--- src/rtl/pwmclk_pkg.sv ---
package pwmclk_pkg;
  parameter int PWMCLK_TAPS   = 11;
  parameter int PWMCLK_DIV_W  = 8;
  parameter int PWMCLK_TSEL_W = 4;
  parameter int PWMCLK_SEL_W  = 4;
  parameter int PWMCLK_NUM_CH = 4;

  // prescaler taps plus the two linear dividers
  function automatic int num_src(input int taps);
    return taps + 2;
  endfunction
endpackage

--- src/rtl/pwmclk_prescaler.sv ---
module pwmclk_prescaler #(
  parameter int TAPS = 11
) (
  input  logic            clk,
  input  logic            rst,
  output logic [TAPS-1:0] tap_q
);
  localparam int CW = (TAPS > 1) ? TAPS - 1 : 1;

  logic [CW-1:0] cnt;

  always_ff @(posedge clk) begin
    if (rst) cnt <= '0;
    else     cnt <= cnt + CW'(1);
  end

  always_ff @(posedge clk) begin
    if (rst) tap_q[0] <= 1'b0;
    else     tap_q[0] <= 1'b1;
  end

  for (genvar k = 1; k < TAPS; k++) begin : g_tap
    always_ff @(posedge clk) begin
      if (rst) tap_q[k] <= 1'b0;
      else     tap_q[k] <= &cnt[k-1:0];
    end

    // a slower tap only fires together with every faster one
    p_tap_nest_r2: assert property (@(posedge clk) disable iff (rst)
      tap_q[k] |-> tap_q[k-1]);
    p_tap_gap_r2: assert property (@(posedge clk) disable iff (rst)
      tap_q[k] |=> !tap_q[k]);
  end
endmodule

--- src/rtl/pwmclk_lindiv.sv ---
module pwmclk_lindiv #(
  parameter int TAPS   = 11,
  parameter int DIV_W  = 8,
  parameter int TSEL_W = 4
) (
  input  logic              clk,
  input  logic              rst,
  input  logic [TAPS-1:0]   taps,
  input  logic [TSEL_W-1:0] tap_sel,
  input  logic [DIV_W-1:0]  factor,
  output logic              out_q
);
  localparam int PADN = 2 ** TSEL_W;

  logic [PADN-1:0]   tap_pad;
  logic [TSEL_W-1:0] sel_a;
  logic [DIV_W-1:0]  lim_a;
  logic [DIV_W-1:0]  dcnt;
  logic              tick;
  logic              last;
  logic              wrap;
  logic              idle;

  always_comb begin
    tap_pad = PADN'(taps);
    tick    = tap_pad[sel_a];
    idle    = (lim_a == '0);
    last    = !idle && (dcnt == lim_a - DIV_W'(1));
    wrap    = tick && last;
  end

  always_ff @(posedge clk) begin
    if (rst) begin
      sel_a <= '0;
      lim_a <= '0;
      dcnt  <= '0;
      out_q <= 1'b0;
    end else begin
      out_q <= wrap;
      if (idle || wrap) begin
        lim_a <= factor;
        sel_a <= tap_sel;
        dcnt  <= '0;
      end else if (tick) begin
        dcnt <= dcnt + DIV_W'(1);
      end
    end
  end

  p_cnt_bound_r4: assert property (@(posedge clk) disable iff (rst)
    !idle |-> (dcnt < lim_a));
  p_out_from_tick_r4: assert property (@(posedge clk) disable iff (rst)
    out_q |-> $past(tick));
  p_off_quiet_r5: assert property (@(posedge clk) disable iff (rst)
    idle |=> !out_q);
  p_lim_hold_r6: assert property (@(posedge clk) disable iff (rst)
    (!idle && !tick) |=> $stable(lim_a));
endmodule

--- src/rtl/pwmclk_chan_mux.sv ---
module pwmclk_chan_mux #(
  parameter int NSRC   = 13,
  parameter int SEL_W  = 4,
  parameter int NUM_CH = 4
) (
  input  logic                    clk,
  input  logic                    rst,
  input  logic [NSRC-1:0]         src,
  input  logic [NUM_CH*SEL_W-1:0] sel,
  output logic [NUM_CH-1:0]       ch_q
);
  localparam int PADS = 2 ** SEL_W;

  logic [PADS-1:0] src_pad;

  always_comb src_pad = PADS'(src);

  for (genvar c = 0; c < NUM_CH; c++) begin : g_ch
    logic [SEL_W-1:0] sel_c;

    always_comb sel_c = sel[c*SEL_W +: SEL_W];

    always_ff @(posedge clk) begin
      if (rst) ch_q[c] <= 1'b0;
      else     ch_q[c] <= src_pad[sel_c];
    end

    p_bad_sel_r3: assert property (@(posedge clk) disable iff (rst)
      (int'(sel_c) >= NSRC) |=> !ch_q[c]);
  end
endmodule

--- src/rtl/pwmclk_gen.sv ---
module pwmclk_gen
  import pwmclk_pkg::*;
#(
  parameter int TAPS   = PWMCLK_TAPS,
  parameter int DIV_W  = PWMCLK_DIV_W,
  parameter int TSEL_W = PWMCLK_TSEL_W,
  parameter int SEL_W  = PWMCLK_SEL_W,
  parameter int NUM_CH = PWMCLK_NUM_CH
) (
  input  logic                    clk,
  input  logic                    rst,
  input  logic [TSEL_W-1:0]       div_a_tap,
  input  logic [DIV_W-1:0]        div_a_factor,
  input  logic [TSEL_W-1:0]       div_b_tap,
  input  logic [DIV_W-1:0]        div_b_factor,
  input  logic [NUM_CH*SEL_W-1:0] ch_sel,
  output logic [NUM_CH-1:0]       ch_en
);
  localparam int NSRC = num_src(TAPS);

  logic [TAPS-1:0] taps;
  logic            lin_a;
  logic            lin_b;
  logic [NSRC-1:0] src;

  pwmclk_prescaler #(.TAPS(TAPS)) u_pre (
    .clk(clk), .rst(rst), .tap_q(taps)
  );

  pwmclk_lindiv #(.TAPS(TAPS), .DIV_W(DIV_W), .TSEL_W(TSEL_W)) u_div_a (
    .clk(clk), .rst(rst), .taps(taps),
    .tap_sel(div_a_tap), .factor(div_a_factor), .out_q(lin_a)
  );

  pwmclk_lindiv #(.TAPS(TAPS), .DIV_W(DIV_W), .TSEL_W(TSEL_W)) u_div_b (
    .clk(clk), .rst(rst), .taps(taps),
    .tap_sel(div_b_tap), .factor(div_b_factor), .out_q(lin_b)
  );

  always_comb src = {lin_b, lin_a, taps};

  pwmclk_chan_mux #(.NSRC(NSRC), .SEL_W(SEL_W), .NUM_CH(NUM_CH)) u_mux (
    .clk(clk), .rst(rst), .src(src), .sel(ch_sel), .ch_q(ch_en)
  );

  p_reset_quiet_r1: assert property (@(posedge clk)
    rst |=> (ch_en == '0));
endmodule

--- config.mk ---
export PLATFORM = sky130hd
export DESIGN_NAME = pwmclk_gen
export DESIGN_NICKNAME = d
export VERILOG_FILES = /design/src/rtl/pwmclk_pkg.sv /design/src/rtl/pwmclk_prescaler.sv /design/src/rtl/pwmclk_lindiv.sv /design/src/rtl/pwmclk_chan_mux.sv /design/src/rtl/pwmclk_gen.sv
export SDC_FILE = /design/constraint.sdc
export NUM_CORES = 1
export LEC_CHECK = 0
export BUFFER_PORTS_ARGS = -buffer_cell sky130_fd_sc_hd__buf_2
export CAP_MARGIN = 20
export CORE_MARGIN = 8
export CORE_UTILIZATION = 45
export DETAILED_ROUTE_END_ITERATION = 10
export HOLD_SLACK_MARGIN = 0.08
export PLACE_DENSITY = 0.74
export SETUP_SLACK_MARGIN = 0.4
export SLEW_MARGIN = 15
export SYNTH_ARGS = -nofsm -noshare
export SYNTH_HDL_FRONTEND = slang
export SYNTH_HIERARCHICAL = 1
export SYNTH_SLANG_ARGS = --single-unit
--- constraint.sdc ---
create_clock -name clk -period 2.85 [get_ports clk]
set_input_delay 0 -clock clk [delete_from_list [all_inputs] [get_ports clk]]
set_output_delay 0 -clock clk [all_outputs]
set_load 0.02 [all_outputs]
==> results of run 1 <==
[repair_timing]
item / 4_1_cts / 5_1_grt
endpoints found under the setup margin: 39 / 35
hold buffers: 32 / 0
setup buffers: 0 / 3
hold endpoints to repair: 28 / 0
gates cloned: 0 / 4
pin swaps: 0 / 18
resized for setup: 9 / 27
[kinds of logic after synthesis]
kind of cell / count (synthesis) / share of synthesized area [%]
buf+inv: 36 / 3.84
xor+xnor: 29 / 7.52
compound gates: 78 / 16.6
fa+ha+maj: 8 / 2.65
mux: 22 / 11.9
simple gates: 144 / 22.0
flops: 67 / 35.5
[critical path, cell delays in order (launching register included)]
cell and delay (ns):
dfxtp_4 0.36, inv_2 0.07, ha_4 0.12, or3b_4 0.39, a2111o_1 0.41, a2111oi_4 0.45, o211ai_4 0.18, buf_4 0.21
a21oi_1 0.14, a31o_1 0.12
[worst max path at each step]
| stage | from | end | slack (ns) |
|---|---|---|---|
| floorplan | u_div_a/lim_a[0]$_SDFFE_PP0P_ | u_div_a/sel_a[3]$_SDFFE_PP0P_ | 0.44 |
| global placement | u_div_b/lim_a[0]$_SDFFE_PP0P_ | u_div_b/lim_a[0]$_SDFFE_PP0P_ | 0.38 |
| detailed placement | u_div_a/lim_a[0]$_SDFFE_PP0P_ | u_div_a/lim_a[3]$_SDFFE_PP0P_ | 0.24 |
| CTS | u_div_a/lim_a[0]$_SDFFE_PP0P_ | u_div_a/lim_a[3]$_SDFFE_PP0P_ | 0.38 |
| global route | u_div_a/lim_a[0]$_SDFFE_PP0P_ | u_div_a/lim_a[1]$_SDFFE_PP0P_ | 0.25 |
| finish | u_div_a/lim_a[0]$_SDFFE_PP0P_ | u_div_a/lim_a[1]$_SDFFE_PP0P_ | 0.33 |
[area by class of cell]
| type | instances | area share, % |
|---|---|---|
| sequential | 67 | 28.4 |
| multi-input combinational | 283 | 50.5 |
| inverter | 21 | 1.71 |
| timing repair buffer | 85 | 12.9 |
| clock buffer | 9 | 2.61 |
| clock inverter | 7 | 1.08 |
| tap | 105 | 2.77 |
[stage by stage]
stage | area [um2] | cells | setup WS [ns] | hold slack [ns]
final | 4750 | 577 | 0.332 | 0.103
after global routing | 4750 | 577 | 0.255 | 0.0943
after CTS | 4620 | 570 | 0.381 | 0.0936
after detailed placement | 4090 | 522 | 0.245 | 0.246
after global placement | 4090 | 522 | 0.381 | 0.247
after floorplan | 3780 | 384 | 0.437 | 0.0716
[registers in the layout, summed over array words and instances (netlist names)]
signal,cells
u_mux/ch_q,4
u_div_b/dcnt,8
u_div_b/out_q,1
u_div_a/dcnt,8
u_div_b/sel_a,4
u_div_a/out_q,1
u_pre/cnt,10
u_pre/tap_q,11
u_div_a/lim_a,8
u_div_a/sel_a,4
u_div_b/lim_a,8
[metal layers]
layer | up-vias | routed length, um | part of all wire, %
li1 | 1631 | - | -
met1 | 1585 | 3870 | 41
met2 | 109 | 4750 | 51
met3 | 16 | 551 | 5.9
met4 | 0 | 152 | 1.6
met5 | - | 0 | 0
[power groups by stage]
stage	clock network [W]	logic, W	registers (W)
2_1_floorplan	0	0.00134	0.00130
3_3_place_gp	0	0.00152	0.00140
3_5_place_dp	0	0.00156	0.00142
4_1_cts	0.000722	0.00172	0.00141
5_1_grt	0.000788	0.00210	0.00147
6_report	0.000703	0.00195	0.00144
[cell usage in the layout, fill, tap and decap left out, types with 5 or more instances in the layout]
cell	instances
mux2i_1	6
buf_4	6
xor2_1	17
ha_1	6
nand2b_1	5
and3_1	5
clkbuf_8	9
nor2_1	9
dlygate4sd3_1	32
nand2_1	36
a31o_1	16
xnor2_1	10
a21oi_1	15
nand3_1	7
nand3b_1	6
inv_1	13
nand4_1	12
buf_2	45
nor3_1	24
mux4_1	8
nor2b_1	14
dfxtp_1	63
a21oi_2	5
mux4_2	8
o211ai_1	6
==> metrics.md, run 1 <==
| Metric | Value |
|---|---|
| Final setup fails | 0 |
| Met2 GRT Util | 26.2% |
| CTS tree | done |
| Total power draw | 0.00409 W |
| Critical Path Fanout Max | 5 |
| Max Root-Sink Buffers | 2 |
| Vias/cell | 5.79 |
| Pwr per Cell Area | 861 nW/um2 |
| Min-delay src | div_b_factor[1] |
| Critical path launch point type | register |
| Met1 Track Usage GR | 19.2% |
| Detailed-route wire length | 9330 um |
| Syn_area_per_cell | 9.84 um2 |
| Largest net degree at the start of global routing | 30 |
| Crit end category | register |
| Area growth syn-to-layout | 25.7% |
| Row cnt | 33 |
| Worst Hold Class | input port to register |
| Worst Reg2Reg Path Length in Cells | 9 |
| Net Sw Frac | 42.4% |
| Synth Warn # | 6 |
| Synth Register Bits | 67 |
| IO Port Bufs | 45 |
| Share of cells above drive strength 1 | 25.2% |
| Drt pass-1 iters | 4 |
| Worst Max-Slew Pin Slew | 0.643 ns |
| Register share of total power | 35.2% |
| Num ports | 46 |
| Worst Skew | 0.00777 ns |
| RR Endpoint | u_div_a/lim_a[1]$_SDFFE_PP0P_ |
| Dominant cells by area after synthesis | dfxtp_1, mux4_1, mux4_2 |
| Post-synth ARST share | 0% |
| Htree depth | 3 |
| Fin crit share | 88.3% |
| CTS root buffer | clkbuf_8 |
| Initial core utilization | 46.2% |
| First-pass GRT wire length | 15000 um |
| Antenna Nets Post-Route | 0 |
| Hold depth | 4 |
| Leak | 1.85 nW |
| Status | complete, no violations |
| Synth cell types | 51 |
| Finished Core Util | 58.1% |
| Reg2reg start | u_div_a/lim_a[0]$_SDFFE_PP0P_ |
| Clock sink count | 67 |
| Required @ worst endpoint | 3.13 ns |
| Via count | 3341 |
| Antenna fix cells | 0 |
| Top FF cell, synth | dfxtp_1 |
| Commonest cells in the synthesized netlist | dfxtp_1, nand2_1, nor3_1, a21oi_1 |
| GRT Residual Overflow | 0 |
| Slew Limit Headroom | 57.1% |
| Routed WL per cell | 16.2 um |
| Cell count after synthesis | 384 |
| Worst Hold End | u_div_b/lim_a[1]$_SDFFE_PP0P_ |
| Switching power | 0.00173 W |
| DRC | 0 |
| Most frequent cell after synthesis | dfxtp_1 |
| Syn Std Cell Area | 3780 um2 |
| Sequential share of the synthesized area | 35.5% |
| Top-area cell type share of the netlist area | 35.5% |
| Hold Fails Final Rpt | 0 |
| Total negative slack | 0 ns |
| Internal power | 0.00236 W |
| Worst Path Arrival | 2.80 ns |
| CTS Buf Count | 9 |
| Via count of the first global-routing pass | 3231 |
| Die Wd | 108 um |
| Die height | 108 um |
| FILL cells | 673 |
| Grt met3 use | 4.37% |
| Clock transition at the registers of the reported paths | 0.07 ns |
| Multi-input gate area | 2400 um2 |
| CORE AREA | 8180 um2 |
| RD Place Congestion | 0.799 |
| CP Class | register to register |
| Nets | 517 |
| Count of final max-slew check failures | 0 |
| Initial DRC Count | 141 |
| Gr usage total | 15.8% |
| Logic gate share of total power | 47.6% |
| Clk pwr share | 17.2% |
| Later-pin clock latency in the skew report | 0.35 ns |
| Min cycle time layout | 2.52 ns |
| Initial antenna violation count | 0 |
| VDD IR max | 0.613 mV |
| Max Clock Freq | 397 MHz |
| R2R Setup Slk | 0.33 ns |
| Mapped Nets | 434 |
| Seq. cell area | 1350 um2 |
| Die area | 11600 um2 |
| Grt peak-use layer | met2 |
| Number of enable flip-flop cells after synthesis | 0 |
| DP HPWL | 6240 um |
| Synth area leader | dfxtp_1 |
| Max Cap Viol | 0 |
| RSZ-0062 raised after global routing | yes |
(Power assumes the default switching activity.)
==> run 2: changes to the inputs <==
- BUFFER_PORTS_ARGS: -buffer_cell sky130_fd_sc_hd__buf_2 -> -buffer_cell sky130_fd_sc_hd__buf_4
- CORE_ASPECT_RATIO: not set -> 0.75
==> metrics.md, run 2 (synthesized netlist as in run 1, its figures left out) <==
| Metric | Value |
|---|---|
| Die height | 95.4 um (-11%) |
| Num ports | 46 (unchanged) |
| Antenna Nets Post-Route | 0 (unchanged) |
| CTS Buf Count | 9 (unchanged) |
| Htree depth | 3 (unchanged) |
| VDD IR max | 0.590 mV (-3.7%) |
| Routed WL per cell | 16.7 um (+3.1%) |
| Largest register FFs | 11 (unchanged) |
| DRC | 0 (unchanged) |
| Most common cell after layout, fill and taps aside | dfxtp_1 |
| Biggest register | u_pre/tap_q |
| Via count | 3363 (+0.66%) |
| Worst Hold Class | input port to register |
| RD Place Congestion | 0.820 (+2.6%) |
| Leak | 1.97 nW (+6.3%) |
| Final setup fails | 0 (unchanged) |
| Max Cap Viol | 0 (unchanged) |
| Cell total after placement | 525 (+0.57%) |
| Top flop regs | u_pre/tap_q (11), u_pre/cnt (10) |
| Max Clock Freq | 396 MHz (-0.33%) |
| Fin cells | 591 (+2.4%) |
| Max Root-Sink Buffers | 2 (unchanged) |
| Hold depth | 2 (-2) |
| R2R Setup Slk | 0.32 ns (about the same) |
| Worst Path Arrival | 2.75 ns (-0.05 ns) |
| First-pass GRT wire length | 15400 um (+2.7%) |
| Row cnt | 29 (-12%) |
| Via count of the first global-routing pass | 3251 (+0.62%) |
| Drt pass-1 iters | 4 (unchanged) |
| Reg2reg start | u_div_b/lim_a[0]$_SDFFE_PP0P_ |
| Clock transition at the registers of the reported paths | 0.08 ns (about the same) |
| Initial DRC Count | 212 (+50%) |
| RSZ-0062 raised after global routing | yes |
| IO Port Bufs | 45 (unchanged) |
| Vias/cell | 5.69 (-1.7%) |
| Worst Skew | 0.0119 ns (+0.00408 ns) |
| Count of final max-slew check failures | 0 (unchanged) |
| CTS tree | done |
| Status | complete, no violations |
| Antenna fix cells | 0 (unchanged) |
| Total negative slack | 0 ns (unchanged) |
| CTS root buffer | clkbuf_8 |
| Worst Reg2Reg Path Length in Cells | 8 (-1) |
| CP Class | register to register |
| Hold Fails Final Rpt | 0 (unchanged) |
| Die Wd | 122 um (+13%) |
| Area growth syn-to-layout | 33.9% |
| Min-delay src | rst |
| Largest net degree at the start of global routing | 46 (+53%) |
| DP HPWL | 6250 um (about the same) |
| Critical Path Fanout Max | 5 (unchanged) |
| Gr usage total | 16.4% (+0.63 points) |
| Crit end category | register |
| RR Endpoint | u_div_b/lim_a[1]$_SDFFE_PP0P_ |
| Pwr per Cell Area | 889 nW/um2 (+3.3%) |
| Share of cells above drive strength 1 | 29.4% (+4.2 points) |
| Most frequent cells in the layout | dfxtp_1, buf_4, nand2_1 |
| Min cycle time layout | 2.53 ns (+0.00844 ns) |
| Critical path launch point type | register |
| GRT Residual Overflow | 0 (unchanged) |
| Fin crit share | 88.6% (+0.30 points) |
| Worst Hold End | u_div_b/out_q$_SDFF_PP0_ |
| Worst Max-Slew Pin Slew | 0.636 ns (-0.00704 ns) |
| Clock sink count | 67 (unchanged) |
| Detailed-route wire length | 9840 um (+5.6%) |
| CORE AREA | 8310 um2 (+1.6%) |
| Initial core utilization | 45.5% (-0.74 points) |
| Die area | 11600 um2 (+0.26%) |
| Required @ worst endpoint | 3.07 ns (-0.06 ns) |
| Nets | 528 (+2.1%) |
| Later-pin clock latency in the skew report | 0.34 ns (about the same) |
| Initial antenna violation count | 0 (unchanged) |
| Slew Limit Headroom | 57.5% (+0.41 points) |
[run 2: cell types whose count changed in the layout (fill, tap and decap cells not counted), sizes merged]
cell	change
dlygate4sd3	+1
inv	-2
bufinv	+1
clkbuf	+1
clkinv	+1
clkinvlp	-1
buf	+10
[run 2: worst max-delay path by stage]
| stage | startpoint | to | slack, ns |
|---|---|---|---|
| after global placement | u_div_b/lim_a[0]$_SDFFE_PP0P_ | u_div_b/lim_a[1]$_SDFFE_PP0P_ | 0.33 |
| after CTS | u_div_b/lim_a[0]$_SDFFE_PP0P_ | u_div_b/lim_a[1]$_SDFFE_PP0P_ | 0.37 |
| after detailed placement | u_div_b/lim_a[0]$_SDFFE_PP0P_ | u_div_b/lim_a[1]$_SDFFE_PP0P_ | 0.18 |
| final | u_div_b/lim_a[0]$_SDFFE_PP0P_ | u_div_b/lim_a[1]$_SDFFE_PP0P_ | 0.32 |
| after global routing | u_div_b/lim_a[1]$_SDFFE_PP0P_ | u_div_b/lim_a[1]$_SDFFE_PP0P_ | 0.24 |
| after floorplan | u_div_a/lim_a[0]$_SDFFE_PP0P_ | u_div_a/sel_a[3]$_SDFFE_PP0P_ | 0.44 |
[run 2: what timing repair did]
action,in CTS,in global routing
pin swaps,1,33
hold endpoints to repair,29,0
setup endpoints to repair,39,40
setup buffers,3,11
hold buffers,33,0
resized for setup,13,43
gates cloned,1,2
[run 2: worst max-delay path, cell delays in order, from the launching register on]
cell and delay [ns]:
dfxtp_4 0.36, inv_2 0.07, ha_4 0.13, or3b_4 0.40
a2111o_1 0.40, a2111oi_4 0.40, o211ai_2 0.24, and2_4 0.24
a31o_1 0.18
[run 2: area by class of cell]
cell class,count,area (um2)
clock buffer,10,138
clock inverter,6,65.1
fill,676,3250
inverter,21,83.8
multi-input combinational,283,2460
sequential,67,1350
tap,108,135
timing repair buffer,96,822
[run 2: report_power, final]
group,switching (W),internal (W),total [W]
clock network,0.000369,0.000427,0.000796
registers,0.000306,0.00114,0.00144
logic,0.00118,0.00108,0.00226
[run 2: per-stage QoR]
| step | hold slack [ns] | area, um2 | total power, W | setup slack (ns) | utilization, % |
|---|---|---|---|---|---|
| finish | 0.0694 | 5060 | 0.00450 | 0.324 | 60.9 |
| floorplan | 0.0716 | 3780 | 0.00265 | 0.437 | - |
| detailed placement | 0.257 | 4210 | 0.00303 | 0.177 | 50.6 |
| CTS | 0.0885 | 4810 | 0.00403 | 0.369 | 57.9 |
| global route | 0.131 | 5060 | 0.00477 | 0.236 | 60.9 |
| global placement | 0.253 | 4210 | 0.00295 | 0.332 | 50.6 |
[run 2: layer usage]
| metal | wire, um | track usage, % | part of all wire (%) | vias up |
|---|---|---|---|---|
| li1 | - | - | - | 1653 |
| met1 | 4540 | 20.5 | 46 | 1623 |
| met2 | 4730 | 27.1 | 48 | 72 |
| met3 | 437 | 4.14 | 4.4 | 15 |
| met4 | 140 | 5.94 | 1.4 | 0 |
| met5 | 0 | 0 | 0 | - |
